File: config.mk
export PLATFORM = sky130hd
export DESIGN_NAME = cfg_serial_loader
export DESIGN_NICKNAME = d
export VERILOG_FILES = /design/src/rtl/cfg_ld_pkg.sv /design/src/rtl/cfg_ld_halfper.sv /design/src/rtl/cfg_ld_shreg.sv /design/src/rtl/cfg_serial_loader.sv
export SDC_FILE = /design/constraint.sdc
export NUM_CORES = 1
export LEC_CHECK = 0
export BUFFER_PORTS_ARGS = -buffer_cell sky130_fd_sc_hd__buf_2
export CAP_MARGIN = 20
export CORE_ASPECT_RATIO = 0.6
export CORE_MARGIN = 4
export CORE_UTILIZATION = 50
export CTS_BUF_LIST = sky130_fd_sc_hd__clkbuf_8
export CTS_CLUSTER_DIAMETER = 30
export DETAILED_ROUTE_END_ITERATION = 6
export PLACE_DENSITY = 0.78
export SYNTH_ARGS = -nofsm -noshare
export SYNTH_HDL_FRONTEND = slang
export SYNTH_SLANG_ARGS = --single-unit
File: constraint.sdc
create_clock -name clk_i -period 2.3 [get_ports clk_i]
set_clock_uncertainty 0.2 [all_clocks]
set_input_delay 0.115 -clock clk_i [delete_from_list [all_inputs] [get_ports clk_i]]
set_output_delay 0.115 -clock clk_i [all_outputs]
set_load 0.01 [all_outputs]
File: src/rtl/cfg_ld_pkg.sv
package cfg_ld_pkg;
  typedef enum logic [1:0] {
    ST_IDLE  = 2'd0,
    ST_SHIFT = 2'd1,
    ST_DONE  = 2'd2
  } ld_state_e;
endpackage

File: src/rtl/cfg_ld_halfper.sv
// Half-period timer: reloads from the value latched at the last load.
module cfg_ld_halfper #(
  parameter int DIV_W = 8
) (
  input  logic             clk_i,
  input  logic             rst_n,
  input  logic             load_i,
  input  logic [DIV_W-1:0] val_i,
  input  logic             run_i,
  output logic             tick_o
);
  logic [DIV_W-1:0] cnt_q, cnt_d, rel_q, rel_d;
  logic             cnt_en, rel_en;

  assign tick_o = run_i && (cnt_q == '0);
  assign rel_en = load_i;
  assign cnt_en = load_i || run_i;

  always_comb begin
    rel_d = val_i;
    if (load_i)             cnt_d = val_i;
    else if (cnt_q == '0)   cnt_d = rel_q;
    else                    cnt_d = cnt_q - 1'b1;
  end

  always_ff @(posedge clk_i or negedge rst_n) begin
    if (!rst_n) begin
      cnt_q <= '0;
      rel_q <= '0;
    end else begin
      if (cnt_en) cnt_q <= cnt_d;
      if (rel_en) rel_q <= rel_d;
    end
  end

  AST_CNT_BOUND: assert property (@(posedge clk_i) disable iff (!rst_n)
    cnt_q <= rel_q);
  AST_DIV_HELD: assert property (@(posedge clk_i) disable iff (!rst_n)
    run_i && !load_i |=> $stable(rel_q));
endmodule

File: src/rtl/cfg_ld_shreg.sv
// Word shift register with a bit counter loaded from the byte-count code.
module cfg_ld_shreg #(
  parameter int W    = 32,
  parameter int SZ_W = $clog2(W / 8)
) (
  input  logic            clk_i,
  input  logic            rst_n,
  input  logic            load_i,
  input  logic [W-1:0]    data_i,
  input  logic [SZ_W-1:0] size_i,
  input  logic            shift_i,
  output logic            bit_o,
  output logic            last_bit_o
);
  localparam int BIT_W = SZ_W + 3;

  logic [W-1:0]     sr_q, sr_d;
  logic [BIT_W-1:0] left_q, left_d;
  logic             en;

  assign en         = load_i || shift_i;
  assign bit_o      = sr_q[0];
  assign last_bit_o = (left_q == '0);

  always_comb begin
    if (load_i) begin
      sr_d   = data_i;
      left_d = {size_i, 3'b111};
    end else begin
      sr_d   = {1'b0, sr_q[W-1:1]};
      left_d = left_q - 1'b1;
    end
  end

  always_ff @(posedge clk_i or negedge rst_n) begin
    if (!rst_n) begin
      sr_q   <= '0;
      left_q <= '0;
    end else if (en) begin
      sr_q   <= sr_d;
      left_q <= left_d;
    end
  end

  AST_NO_SHIFT_PAST_END: assert property (@(posedge clk_i) disable iff (!rst_n)
    shift_i |-> !last_bit_o);
endmodule

File: src/rtl/cfg_serial_loader.sv
module cfg_serial_loader
  import cfg_ld_pkg::*;
#(
  parameter int W     = 32,
  parameter int DIV_W = 8,
  localparam int SZ_W = $clog2(W / 8)
) (
  input  logic             clk_i,
  input  logic             rst_ni,
  input  logic [W-1:0]     fifo_data_i,
  input  logic [SZ_W-1:0]  fifo_size_i,
  input  logic             fifo_last_i,
  input  logic             fifo_empty_i,
  output logic             fifo_rd_o,
  input  logic [DIV_W-1:0] clkdiv_i,
  input  logic             restart_i,
  output logic             cfg_clk_o,
  output logic             cfg_dat_o,
  output logic             done_o
);
  // reset: asynchronous assert, synchronous release
  logic [1:0] rs_q;
  logic       rst_n;
  always_ff @(posedge clk_i or negedge rst_ni) begin
    if (!rst_ni) rs_q <= 2'b00;
    else         rs_q <= {rs_q[0], 1'b1};
  end
  assign rst_n = rs_q[1];

  ld_state_e st_q, st_d;
  logic      clk_q, clk_d, last_q;
  logic      tick, last_bit, take, shift, fetch;

  cfg_ld_halfper #(.DIV_W(DIV_W)) u_timer (
    .clk_i  (clk_i),
    .rst_n  (rst_n),
    .load_i (fetch),
    .val_i  (clkdiv_i),
    .run_i  (st_q == ST_SHIFT),
    .tick_o (tick)
  );

  cfg_ld_shreg #(.W(W), .SZ_W(SZ_W)) u_shreg (
    .clk_i      (clk_i),
    .rst_n      (rst_n),
    .load_i     (fetch),
    .data_i     (fifo_data_i),
    .size_i     (fifo_size_i),
    .shift_i    (shift),
    .bit_o      (cfg_dat_o),
    .last_bit_o (last_bit)
  );

  // fetch while idle, or at the falling edge that ends a non-final entry
  assign take  = (st_q == ST_IDLE) ||
                 ((st_q == ST_SHIFT) && tick && clk_q && last_bit && !last_q);
  assign fetch = take && !fifo_empty_i;
  assign shift = (st_q == ST_SHIFT) && tick && clk_q && !last_bit;
  assign fifo_rd_o = fetch;

  always_comb begin
    st_d  = st_q;
    clk_d = clk_q;
    unique case (st_q)
      ST_IDLE: if (fetch) st_d = ST_SHIFT;
      ST_SHIFT: begin
        if (tick) begin
          clk_d = !clk_q;
          if (clk_q && last_bit) begin
            if (last_q)      st_d = ST_DONE;
            else if (!fetch) st_d = ST_IDLE;
          end
        end
      end
      ST_DONE: if (restart_i) st_d = ST_IDLE;
      default: st_d = ST_IDLE;
    endcase
    if (fetch) clk_d = 1'b0;
  end

  always_ff @(posedge clk_i or negedge rst_n) begin
    if (!rst_n) begin
      st_q   <= ST_IDLE;
      clk_q  <= 1'b0;
      last_q <= 1'b0;
    end else begin
      st_q  <= st_d;
      clk_q <= clk_d;
      if (fetch) last_q <= fifo_last_i;
    end
  end

  assign cfg_clk_o = clk_q;
  assign done_o    = (st_q == ST_DONE);

  AST_RD_NOT_EMPTY: assert property (@(posedge clk_i) disable iff (!rst_n)
    fifo_rd_o |-> !fifo_empty_i);
  AST_DAT_STABLE_RISE: assert property (@(posedge clk_i) disable iff (!rst_n)
    $rose(cfg_clk_o) |-> $stable(cfg_dat_o));
  AST_IDLE_CLK_LOW: assert property (@(posedge clk_i) disable iff (!rst_n)
    (st_q != ST_SHIFT) |-> !cfg_clk_o);
  AST_DONE_NO_READ: assert property (@(posedge clk_i) disable iff (!rst_n)
    done_o |-> !fifo_rd_o);
  AST_RESTART_CLEARS: assert property (@(posedge clk_i) disable iff (!rst_n)
    done_o && restart_i |=> !done_o);
endmodule

[Yosys cells after proc, flatten, opt, wreduce, memory -nomap -nowiden]
Cells that the tools add are included.
Word-level totals
  output and inout port bits: 4
  flip-flop bits (word level): 59
  logic and storage cells: 53
Cells by class
  multiplexer cells: 14
  reductions and logical operators: 22
  equality and inequality tests: 7
  add/subtract/negate cells: 2
Operators with widths (count)
  2-to-1 mux 32 bit: 1
  2-to-1 mux 8 bit: 2
  2-to-1 mux 2 bit: 6
  logical AND 1 bit: 8
  zero test 8 bit: 1
  subtractor 8 x 1 -> 8 bit (second input constant): 1
  != test 2 bit (second input constant): 3
  case mux 2 bit (3 select lines): 1
  zero test 5 bit: 1
  2-to-1 mux 5 bit: 1
  AND reduction 5 bit: 1
  subtractor 5 x 1 -> 5 bit (second input constant): 1
  zero test 1 bit: 4
  nonzero test 2 bit: 2
  logical OR 1 bit: 3
  2-to-1 mux 1 bit: 3
  != test 3 bit (second input constant): 1
  == test 2 x 1 -> 1 bit (second input constant): 1
  == test 2 bit (second input constant): 1
  zero test 2 bit: 1
  != test 2 x 1 -> 1 bit (second input constant): 1
  AND reduction 2 bit: 1

[Depth between registers and ports, before layout]
Gate-level depths: netlist of run 1.
  depth in word-level cells: 13
  gate-level depth with buffers: 11
  gate-level depth less buffers: 8

[Cells and area by module]
From an unflattened synthesis of run 1, not the netlist that was laid out.
Second synthesis, totals
  cells, all modules: 276
  area, all modules: 2916.5 um2
Modules (own cells, without submodules)
  cfg_ld_shreg: cells an instance 163, area an instance 1766.7 um2, instances 1, seq. area each 925.9 um2
  cfg_ld_halfper: cells an instance 85, area an instance 869.6 um2, instances 1, seq. area each 400.4 um2
  cfg_serial_loader: cells an instance 28, area an instance 280.3 um2, instances 1, seq. area each 150.1 um2

[Least setup slack after synthesis of run 1]
No wires, ideal clock.
  path type: register -> register
  from: register u_timer.cnt_q[0]
  to: register u_shreg.sr_q[11]
  cell stages (with the launch flop): 11
  arrival time: 2.131 ns
  path slack: -0.163 ns
  required time: 1.968 ns
  path through: dfrtp_1 -> inv_1 -> ha_1 -> nor3b_1 -> nand2_1 -> o21a_1 -> buf_2 -> inv_1 -> buf_2 -> clkbuf_1 -> o21ai_1
On the way
  word-level cells in the longest chain between the ends: 9
  elaborated cells between the ends (all ways): 11
  classes of those cells: mux (1); reduce/logical (10)
Ends and longest elaborated chain
  from (decl): line cfg_ld_halfper.sv:12  | logic [DIV_W-1:0] cnt_q, cnt_d, rel_q, rel_d;
  from (signal assigned): line cfg_ld_halfper.sv:31  | if (cnt_en) cnt_q <= cnt_d;
  zero test 8 bit (*): line cfg_ld_halfper.sv:15  | assign tick_o = run_i && (cnt_q == '0);
  logical AND 1 bit (*): line cfg_ld_halfper.sv:15
  logical AND 1 bit (*) (2 in series): line cfg_serial_loader.sv:56, cfg_serial_loader.sv:58
  logical AND 1 bit (2 in series): line cfg_serial_loader.sv:56  | ((st_q == ST_SHIFT) && tick && clk_q && last_bit && !last_q);
  logical OR 1 bit: line cfg_serial_loader.sv:55  | assign take = (st_q == ST_IDLE) ||
  logical AND 1 bit: line cfg_serial_loader.sv:57  | assign fetch = take && !fifo_empty_i;
  2-to-1 mux 32 bit or logical OR 1 bit (tied branches): line cfg_ld_shreg.sv:26, cfg_ld_shreg.sv:21
  to (signal assigned): line cfg_ld_shreg.sv:40  | sr_q <= sr_d;
  to (decl): line cfg_ld_shreg.sv:17  | logic [W-1:0] sr_q, sr_d;
Mark *: on every way between the ends. The rest lies on a longest branch, timed or not.
A chain may end at the register's enable or synchronous reset.

[Worst setup path in the final report of run 1]
  from: register u_shreg.left_q[0]
  to: register u_shreg.sr_q[31]
On the way
  word-level cells in the longest chain between the ends: 6
  elaborated cells between the ends (all ways): 9
  classes of those cells: mux (1); reduce/logical (8)
Ends and longest elaborated chain
  from (decl): line cfg_ld_shreg.sv:18  | logic [BIT_W-1:0] left_q, left_d;
  from (signal assigned): line cfg_ld_shreg.sv:41  | left_q <= left_d;
  zero test 5 bit (*): line cfg_ld_shreg.sv:23  | assign last_bit_o = (left_q == '0);
  logical AND 1 bit (2 in series): line cfg_serial_loader.sv:56
  logical OR 1 bit: line cfg_serial_loader.sv:55
  logical AND 1 bit: line cfg_serial_loader.sv:57
  2-to-1 mux 32 bit or logical OR 1 bit (tied branches): line cfg_ld_shreg.sv:26, cfg_ld_shreg.sv:21
Marks and branches as above.

==> results.py, run 1 <==
metrics = {
    "drt": {
        "postRouteAntennaNets": 0,
        "via_per_inst": 5.403,
        "drtIter0Drc": 293,
        "wire_per_inst_um": 16.26,
        "wirelength_um": 8474,
        "vias": 2815,
        "first_pass_iters": 5,
        "route.detailed.drc": 0,
    },
    "setup_path": {
        "critical_path_arrival_ps": 2370,
        "crit_path_max_fanout": 41,
        "crit_chain": "inv_2, ha_2, nor4b_4, nand3_1, o21a_1, inv_4, buf_4, buf_12, o21ai_0",
        "crit_path_end_kind": "register",
        "cp.required_ps": 2300,
        "cp-start-kind": "register",
        "cpMaxStageDelayCell": "dfrtp_1",
        "slowest_delay_ps": 420,
        "critical_path_class": "reg2reg",
    },
    "finish": {
        "register_area_um2": 1478,
        "num-nets-final": 487,
        "diodes": 0,
        "multiInputGateArea_um2": 1406,
        "fillers": 352,
        "final_common_cell": "nand2_1",
        "drive_gt1_share_pct": 29.71,
        "final_cell_mix": "77 x nand2_1, 58 x dfrtp_1, 49 x buf_2",
        "final_cells": 521,
        "area_growth_pct": 48.08,
    },
    "grt": {
        "grtUsageTotal_pct": 22.63,
        "grt_first_pass_wirelength_um": 12550,
        "antenna_found_initial": 0,
        "grt_overflow": 0,
        "grt_max_degree": 47,
        "grt_pass1_vias": 2625,
    },
    "sta": {
        "slew_headroom_pct": 63.25,
        "rsz0062_at_grt": "true",
        "setup_ws_ps": -65.53,
        "maxSlewViolCount": 0,
        "fmax_mhz": 422.7,
        "period_minus_slack_ps": 2366,
        "setup_violations": 34,
        "period_share_pct": 102.8,
        "tightest_slew_ps": 549.4,
        "hold_viol_final": 0,
    },
    "synthesis": {
        "synth.avg_cell_area_um2": 9.703,
        "ys.warnings.count": 0,
        "synth_top_flop_cell": "dfrtp_1",
        "yosysSeqAreaShare_pct": 50.38,
        "synth_edf_count": 0,
        "syn_nets": 353,
        "ys_ff_latch": 59,
        "async_flop_share_pct": 100.0,
        "netlist_area_um2": 2930,
        "synth_cells": 302,
        "synth.distinct_cells": 47,
    },
    "clock_network": {
        "tritoncts": "yes",
        "cts_buffer_depth": 2,
        "cts_inserted_buffers": 9,
        "root_buffer": "clkbuf_8",
        "path_clk_slew_ps": 70,
        "clock_latency_ps": 340,
        "clock_sinks": 59,
        "htree_levels": 3,
    },
    "pwr": {
        "pwr_density_cell_nw_per_um2": 967.0,
        "peakVddDrop_uv": 558.9,
        "combPwrFrac_pct": 35.5,
        "p_seq_share_pct": 44.2,
        "p_switching_mw": 1.499,
        "switching_share_pct": 35.72,
        "clockPowerShare_pct": 20.3,
        "p_total_mw": 4.196,
        "internal-power_mw": 2.697,
        "power.leakage_nw": 2.152,
    },
    "floorplanning": {
        "rows": 21,
        "core_um2": 5623,
        "initial_core_util_pct": 52.11,
        "die_h_um": 67.30,
        "die_w_um": 106.8,
        "ioPinCount": 51,
        "dieArea_um2": 7190,
    },
    "place": {
        "dp_hpwl_um": 4686,
        "numPortBuffers": 50,
        "dp_cells": 446,
        "globalplace.congestion": 0.8902,
    },
    "hold_path": {
        "hold_class": "reg2async",
    },
    "status": {
        "outcome": "finished with violations",
        "violations": "negative setup slack",
    },
    "run": {
        "cap_violations": 0,
    },
}
-- synthesized netlist by cell type (4+ instances only) --
master | n | area share (%)
nand3_1 | 5 | 0.85
a21oi_1 | 4 | 0.68
nand2_1 | 77 | 9.9
o21ai_0 | 20 | 3.4
inv_1 | 8 | 1.0
nor3_1 | 5 | 0.85
o21ai_1 | 27 | 4.6
ha_1 | 4 | 1.7
dfrtp_1 | 59 | 50
buf_2 | 7 | 1.2
mux2i_1 | 32 | 11
nor2_1 | 7 | 0.90
-- state kept, by name, indices dropped and copies added, names as in the netlist --
name / count
u_shreg.left_q: 5
u_timer.rel_q: 8
st_q: 2
u_shreg.sr_q: 32
last_q: 1
u_timer.cnt_q: 8
cfg_clk_o: 1
rs_q: 2
-- stage by stage --
step	utilization (%)	instance area (µm²)	setup TNS (ps)	hold slack, ps	setup WS [ps]
after global routing	77.17	4339	-2017	97.31	-102.6
after detailed placement	61.50	3458	0	-297.7	14.45
after floorplan	-	2947	0	-380.6	23.48
after global placement	61.50	3458	0	-299.1	42.82
after CTS	74.05	4164	0	75.73	3.853
final	77.17	4339	-884.5	51.84	-65.53
-- critical path, delay by kind of cell, from the launching register on --
kind	cells	cell delay (ps)
buffers and inverters	4	560
AO/OA/AOI/OAI	2	420
flip-flops	1	420
AND/OR/NAND/NOR	2	410
adder cells (fa/ha/maj)	1	190
-- per-layer routing --
metal  GRT usage, %  part of all wire, %
met1          31.21                   44
met2          34.87                   46
met3          5.349                  7.0
met4          9.250                  2.6
met5              0                    0
-- final timing paths --
check                      slack [ps]              start  cells past startpoint          endpoint
hold reg to reg                    50            rs_q[1]                      1  u_shreg.sr_q[31]
max in group asynchronous         900            rs_q[1]                      1  u_timer.rel_q[2]
hold / removal                     50            rs_q[1]                      1  u_shreg.sr_q[31]
setup / recovery                  -70  u_shreg.left_q[0]                      9  u_shreg.sr_q[31]
setup reg to reg                  -70  u_shreg.left_q[0]                      9  u_shreg.sr_q[31]
min in group clk_i                150            rs_q[0]                      0           rs_q[1]
-- power groups by stage --
stage	Combinational, mW	Sequential, mW	Clock (mW)
detailed placement	1.23	1.80	0
finish	1.49	1.85	0.853
global route	1.65	1.89	0.914
global placement	1.19	1.79	0
floorplan	0.757	1.78	0
CTS	1.33	1.79	0.859
-- area by class of cell --
type	count	share of cell area (%)
tap	80	2.307
multi-input combinational	219	32.41
timing repair buffer	139	26.33
inverter	8	0.7497
clock buffer	11	3.489
clock inverter	5	0.6632
sequential	59	34.05
-- cells by family (layout without fill, tap and decap cells) --
family | Yosys count | count (layout) | synth area share (%)
and+or+nand+nor | 108 | 108 | 16.31
AOI/OAI and AO/OA | 71 | 71 | 14.43
DFF | 59 | 59 | 50.38
muxes | 32 | 32 | 10.93
buffers and inverters | 24 | 163 | 5.209
adders and majority gates | 4 | 4 | 1.708
xor gates and xnor gates | 3 | 3 | 0.8968
other | 1 | 1 | 0.1280
-- what timing repair did --
action | in CTS | in global routing
buffers inserted | 2 | 7
setup endpoints to repair | 2 | 32
cloned | 0 | 2
gates resized for setup | 5 | 20
hold endpoints to repair | 66 | 0
pin swaps | 1 | 3
hold buffers | 48 | 0
(Power assumes the default switching activity.)
==> inputs of run 2 (changes only) <==
--- a/config.mk
+++ b/config.mk
@@ -5,6 +5,7 @@
 export SDC_FILE = /design/constraint.sdc
 export NUM_CORES = 1
 export LEC_CHECK = 0
+export ABC_AREA = 1
 export BUFFER_PORTS_ARGS = -buffer_cell sky130_fd_sc_hd__buf_2
 export CAP_MARGIN = 20
 export CORE_ASPECT_RATIO = 0.6
==> run 2 against run 1 <==
The run now ends clean. Flip-flop and latch count unchanged. Combinational power increased by 42%. Register-to-register slack better by 170 ps. Clock power is 17% higher. Worst setup slack better by 130 ps. Wire length shrank 13%. Sequential power down 5%. Fmax rose by 5.7%. Final cell count rose by 6.9%. Die area up 2.0%. Core utilization decreased by 6.4 points. Critical path type is now reg2out. Largest cell class unchanged. Highest routed layer unchanged.
==> results.py, run 2 <==
metrics = {
    "synthesis": {
        "ys_ff_latch": 59,
        "netlist_area_um2": 2995,
        "synth_top_flop_cell": "dfrtp_1",
        "synthTopCellsByCount": "73 x nand2_1, 63 x o21ai_1, 59 x dfrtp_1",
        "synth_edf_count": 0,
        "yosys.area.top_type": "dfrtp_1",
        "ys.warnings.count": 0,
        "post-synth-top-count-cell": "nand2_1",
        "syn_nets": 424,
        "async_flop_share_pct": 100.0,
        "synth_top_area_share_pct": 49.29,
        "yosysSeqAreaShare_pct": 49.29,
        "synth_area_leaders": "dfrtp_1 49%, o21ai_1 11%, nand2_1 9.1%, o21ai_0 6.5%, inv_1 6.3%",
        "synth.distinct_cells": 27,
        "synth_cells": 373,
        "synth.avg_cell_area_um2": 8.030,
    },
    "setup_path": {
        "cpMaxStageDelayCell": "dfrtp_1",
        "critical_path_class": "reg2out",
        "critical_path_arrival_ps": 1920,
        "crit_path_max_fanout": 17,
        "crit_path_end_kind": "primary output",
        "cp-start-kind": "register",
        "slowest_delay_ps": 400,
        "critPathTopFamily": "simple AND/OR/NAND/NOR gates",
        "crit_chain": "inv_1, ha_1, inv_1, nor2_1, nand2_1, nor2_1, nand3_2, nand2_4, buf_12, buf_2",
        "cp.required_ps": 1990,
        "path_buf_inv": 4,
    },
    "finish": {
        "largest_reg_flops": 32,
        "top_register": "u_shreg.sr_q",
        "num-nets-final": 523,
        "final_cells": 557,
        "drive_gt1_share_pct": 18.03,
        "reg_top3": "u_shreg.sr_q x32, u_timer.cnt_q x8, u_timer.rel_q x8",
        "final_cell_mix": "73 x nand2_1, 63 x o21ai_1, 58 x dfrtp_1",
        "diodes": 0,
        "area_growth_pct": 34.04,
        "final_common_cell": "nand2_1",
    },
    "clock_network": {
        "clock_latency_ps": 340,
        "path_clk_slew_ps": 70,
        "clock_sinks": 59,
        "root_buffer": "clkbuf_8",
        "tritoncts": "yes",
        "cts_inserted_buffers": 9,
        "cts_buffer_depth": 2,
        "htree_levels": 3,
    },
    "place": {
        "dp_cells": 494,
        "pre_cts_ws_ps": 102.8,
        "globalplace.congestion": 0.8873,
        "dp_hpwl_um": 4574,
        "numPortBuffers": 50,
    },
    "grt": {
        "grt_max_degree": 58,
        "grtUsageTotal_pct": 21.92,
        "grt_first_pass_wirelength_um": 12360,
        "grt_pass1_vias": 2710,
        "grt_overflow": 0,
        "antenna_found_initial": 0,
    },
    "pwr": {
        "p_total_mw": 4.862,
        "power.leakage_nw": 2.001,
        "pwr_density_cell_nw_per_um2": 1211,
        "peakVddDrop_uv": 605.3,
    },
    "sta": {
        "hold_viol_final": 0,
        "rsz0062_at_grt": "true",
        "fmax_mhz": 446.9,
        "maxSlewViolCount": 0,
        "worst_hold_slack_ps": 165.0,
        "setup_violations": 0,
        "period_share_pct": 97.29,
        "period_minus_slack_ps": 2238,
        "setup_ws_ps": 62.44,
        "tightest_slew_ps": 723.7,
        "slew_headroom_pct": 51.75,
    },
    "drt": {
        "first_pass_iters": 6,
        "drtIter0Drc": 265,
        "vias": 2791,
        "postRouteAntennaNets": 0,
        "wire_per_inst_um": 13.19,
        "route.detailed.drc": 0,
        "wirelength_um": 7349,
        "via_per_inst": 5.011,
    },
    "floorplanning": {
        "core_um2": 5675,
        "dieArea_um2": 7334,
        "rows": 21,
        "ioPinCount": 51,
        "initial_core_util_pct": 52.78,
        "die_w_um": 107.9,
        "die_h_um": 67.96,
    },
    "hold_path": {
        "hold_class": "reg2reg",
    },
    "status": {
        "outcome": "finished clean",
    },
    "run": {
        "cap_violations": 0,
    },
}
-- run 2: worst paths after layout --
check,startpoint,cells past startpoint,slack (ps),endpoint
max in group asynchronous,rs_q[1],1,1210,u_shreg.sr_q[0]
worst min-delay path,rs_q[0],0,170,rs_q[1]
worst min register to register,rs_q[0],0,170,rs_q[1]
min in group asynchronous,rs_q[1],1,200,u_timer.rel_q[1]
worst max register to register,u_shreg.left_q[0],11,100,u_timer.cnt_q[2]
worst max-delay path,u_shreg.left_q[0],10,60,fifo_rd_o
-- run 2: stage by stage --
| stage | cell area (µm²) | util [%] | TNS (ps) |
|---|---|---|---|
| final | 4015 | 70.75 | 0 |
| after detailed placement | 3308 | 58.29 | 0 |
| after floorplan | 2995 | - | 0 |
| after CTS | 3995 | 70.39 | 0 |
| after global placement | 3308 | 58.29 | 0 |
| after global routing | 4015 | 70.75 | -99.08 |
-- run 2: kinds of logic after synthesis --
family	Yosys count	share of synthesized area (%)
AO/OA/AOI/OAI	121	20.89
AND/OR/NAND/NOR	114	16.50
buffers and inverters	70	10.36
flip-flops	59	49.29
XOR/XNOR	4	1.169
adder cells (fa/ha/maj)	4	1.671
other	1	0.1252
-- run 2: worst reg2reg max path: stages (launching register included) --
cell	delay, ps
dfrtp_1	380
inv_1	90
ha_1	210
inv_1	50
nor2_1	30
nand2_1	140
nor2_1	70
nand3_2	70
nand2_4	100
buf_12	170
nor2_1	380
a22oi_1	170
-- run 2: power by group --
| part | leakage (nW) | total, mW | internal, mW | switching (mW) |
|---|---|---|---|---|
| Sequential | 0.687 | 1.76 | 1.53 | 0.230 |
| Combinational | 1.21 | 2.11 | 0.806 | 1.30 |
| Clock | 0.108 | 0.994 | 0.585 | 0.410 |
-- run 2: metal layers --
metal,track usage (%),up-vias,wire length [µm]
li1,-,1407,-
met1,29.42,1275,3372
met2,34.21,94,3339
met3,6.315,15,509
met4,8.189,0,128
met5,0,-,0
-- run 2: final cells by class --
cell class,instances,area (µm²)
fill,451,1660
sequential,59,1478
multi-input combinational,244,1209
timing repair buffer,105,817.0
inverter,53,198.9
clock buffer,12,165.2
tap,80,100.1
clock inverter,4,47.55
-- run 2: what timing repair did --
| item | 4_1_cts | 5_1_grt |
|---|---|---|
| gates resized for setup | 1 | 5 |
| hold buffers | 47 | 0 |
| endpoints found under the hold margin | 55 | 0 |
| setup buffers | 0 | 0 |
| setup endpoints to repair | 1 | 34 |
==> inputs of run 3 (changes only) <==
--- a/config.mk
+++ b/config.mk
@@ -14,7 +14,7 @@
 export CTS_BUF_LIST = sky130_fd_sc_hd__clkbuf_8
 export CTS_CLUSTER_DIAMETER = 30
 export DETAILED_ROUTE_END_ITERATION = 6
-export PLACE_DENSITY = 0.78
+export PLACE_DENSITY = 0.75
 export SYNTH_ARGS = -nofsm -noshare
 export SYNTH_HDL_FRONTEND = slang
 export SYNTH_SLANG_ARGS = --single-unit
==> constraint.sdc (replaced) <==
create_clock -name clk_i -period 2.81 [get_ports clk_i]
set_clock_uncertainty 0.2 [all_clocks]
set_input_delay 0.1405 -clock clk_i [delete_from_list [all_inputs] [get_ports clk_i]]
set_output_delay 0.1405 -clock clk_i [all_outputs]
set_load 0.01 [all_outputs]
==> run 3 against run 2 <==
Flip-flop and latch count stayed put. Via count down 2.2%. Register-to-register slack better by 160 ps. Final cell count decreased by 0.72%. Die area is the same. Critical path depth increased by 2. Critical endpoint is now st_q[1]. Highest routed layer unchanged.
==> results.py, run 3 (synthesis results as in run 2) <==
metrics = {
    "status": {
        "outcome": "finished clean",
    },
    "finish": {
        "largest_reg_flops": 32,
        "drive_gt1_share_pct": 17.12,
        "diodes": 0,
        "final_cells": 553,
        "final_common_cell": "nand2_1",
        "top_register": "u_shreg.sr_q",
        "area_growth_pct": 31.87,
        "num-nets-final": 520,
        "final_cell_mix": "73 x nand2_1, 63 x o21ai_1, 58 x dfrtp_1",
        "reg_top3": "u_shreg.sr_q x32, u_timer.cnt_q x8, u_timer.rel_q x8",
    },
    "floorplanning": {
        "core_um2": 5675,
        "dieArea_um2": 7334,
        "rows": 21,
        "initial_core_util_pct": 52.78,
        "die_h_um": 67.96,
        "die_w_um": 107.9,
        "ioPinCount": 51,
    },
    "drt": {
        "postRouteAntennaNets": 0,
        "drtIter0Drc": 154,
        "first_pass_iters": 5,
        "wirelength_um": 7117,
        "vias": 2729,
        "wire_per_inst_um": 12.87,
        "route.detailed.drc": 0,
        "via_per_inst": 4.935,
    },
    "clock_network": {
        "clock_latency_ps": 340,
        "clock_sinks": 59,
        "cts_inserted_buffers": 9,
        "post_cts_buffers": 0,
        "holdBufCountCts": 48,
        "root_buffer": "clkbuf_8",
        "ctsResizeCount": 0,
        "path_clk_slew_ps": 70,
        "tritoncts": "yes",
        "cts_buffer_depth": 2,
        "htree_levels": 3,
    },
    "hold_path": {
        "hold_class": "reg2reg",
        "hold_path_depth": 0,
        "hold_end": "rs_q[1]",
        "min_from": "rs_q[0]",
    },
    "grt": {
        "antenna_found_initial": 0,
        "grtUsageTotal_pct": 21.33,
        "grt_overflow": 0,
        "grt_pass1_vias": 2643,
        "grt_first_pass_wirelength_um": 12050,
        "grt_max_degree": 60,
    },
    "sta": {
        "setup_tns_ps": 0,
        "period_share_pct": 90.86,
        "rsz0062_at_grt": "false",
        "slew_headroom_pct": 52.20,
        "period_minus_slack_ps": 2553,
        "setup_violations": 0,
        "tightest_slew_ps": 717.0,
        "fmax_mhz": 391.7,
        "maxSlewViolCount": 0,
        "hold_viol_final": 0,
    },
    "run": {
        "cap_violations": 0,
    },
    "pwr": {
        "p_seq_share_pct": 37.8,
        "peakVddDrop_uv": 470.3,
        "switching_share_pct": 40.34,
        "power.leakage_nw": 1.976,
        "p_switching_mw": 1.546,
        "pwr_density_cell_nw_per_um2": 970.3,
        "internal-power_mw": 2.287,
        "clockPowerShare_pct": 19.6,
        "combPwrFrac_pct": 42.6,
    },
    "setup_path": {
        "r2r_start": "u_timer.cnt_q[0]",
        "crit_path_end_kind": "register",
        "reg2reg_slack_ps": 260,
        "cp-startpoint": "u_timer.cnt_q[0]",
        "crit_path_max_fanout": 13,
        "regToRegEndpoint": "st_q[1]",
        "critical_path_arrival_ps": 2630,
        "cp-start-kind": "register",
        "critical_path_class": "reg2reg",
        "cp.required_ps": 2880,
        "reg2regPathDepth": 12,
    },
    "place": {
        "globalplace.congestion": 0.8647,
        "numPortBuffers": 50,
        "dp_cells": 490,
        "dp_hpwl_um": 4437,
    },
}
[run 3: worst max-delay path: stages (launching register included)]
cell	delay, ps
dfrtp_1	370
inv_1	150
ha_1	170
nand2_1	80
nor2_4	130
buf_4	220
inv_1	170
nor3_1	200
nand2_1	80
nand2_1	70
nand3_1	70
nand2_1	50
dlygate4sd3_1	540
[run 3: metrics by stage]
stage	hold WS, ps	power (mW)	utilization (%)	cell area (µm²)	setup WS (ps)
after floorplan	-355.1	2.707	-	2995	845.7
after global placement	-273.4	2.947	57.76	3278	474.8
after CTS	165.3	3.842	69.60	3950	257.6
after global routing	177.9	4.186	69.60	3950	71.85
final	159.1	3.833	69.60	3950	256.9
after detailed placement	-269.0	3.005	57.76	3278	393.8
[run 3: final cells by class]
type	instances	area [µm²]
Clock buffer	10	137.6
Clock inverter	5	53.80
Tap cell	80	100.1
Sequential cell	59	1478
Timing Repair Buffer	102	773.2
Multi-Input combinational cell	244	1209
Fill cell	470	1725
Inverter	53	198.9
[run 3: power by group through the flow]
stage	combinational [mW]	sequential [mW]	clock (mW)
6_report	1.63	1.45	0.751
5_1_grt	1.89	1.49	0.812
4_1_cts	1.63	1.45	0.770
3_5_place_dp	1.55	1.45	0
3_3_place_gp	1.50	1.44	0
2_1_floorplan	1.29	1.42	0
[run 3: worst max-delay path by stage]
stage,cells past startpoint,slack (ps),to
after detailed placement,13,390,u_shreg.sr_q[19]
after global routing,14,70,st_q[1]
after floorplan,0,850,cfg_clk_o
after global placement,13,470,u_shreg.sr_q[22]
after CTS,14,260,st_q[1]
final,12,260,st_q[1]
[run 3: layer usage]
layer	GRT usage [%]	up-vias	part of all wire, %
met5	0	-	0
met4	6.772	0	1.2
met3	6.221	13	5.4
met2	33.82	76	45
met1	28.61	1248	49
li1	-	1392	-
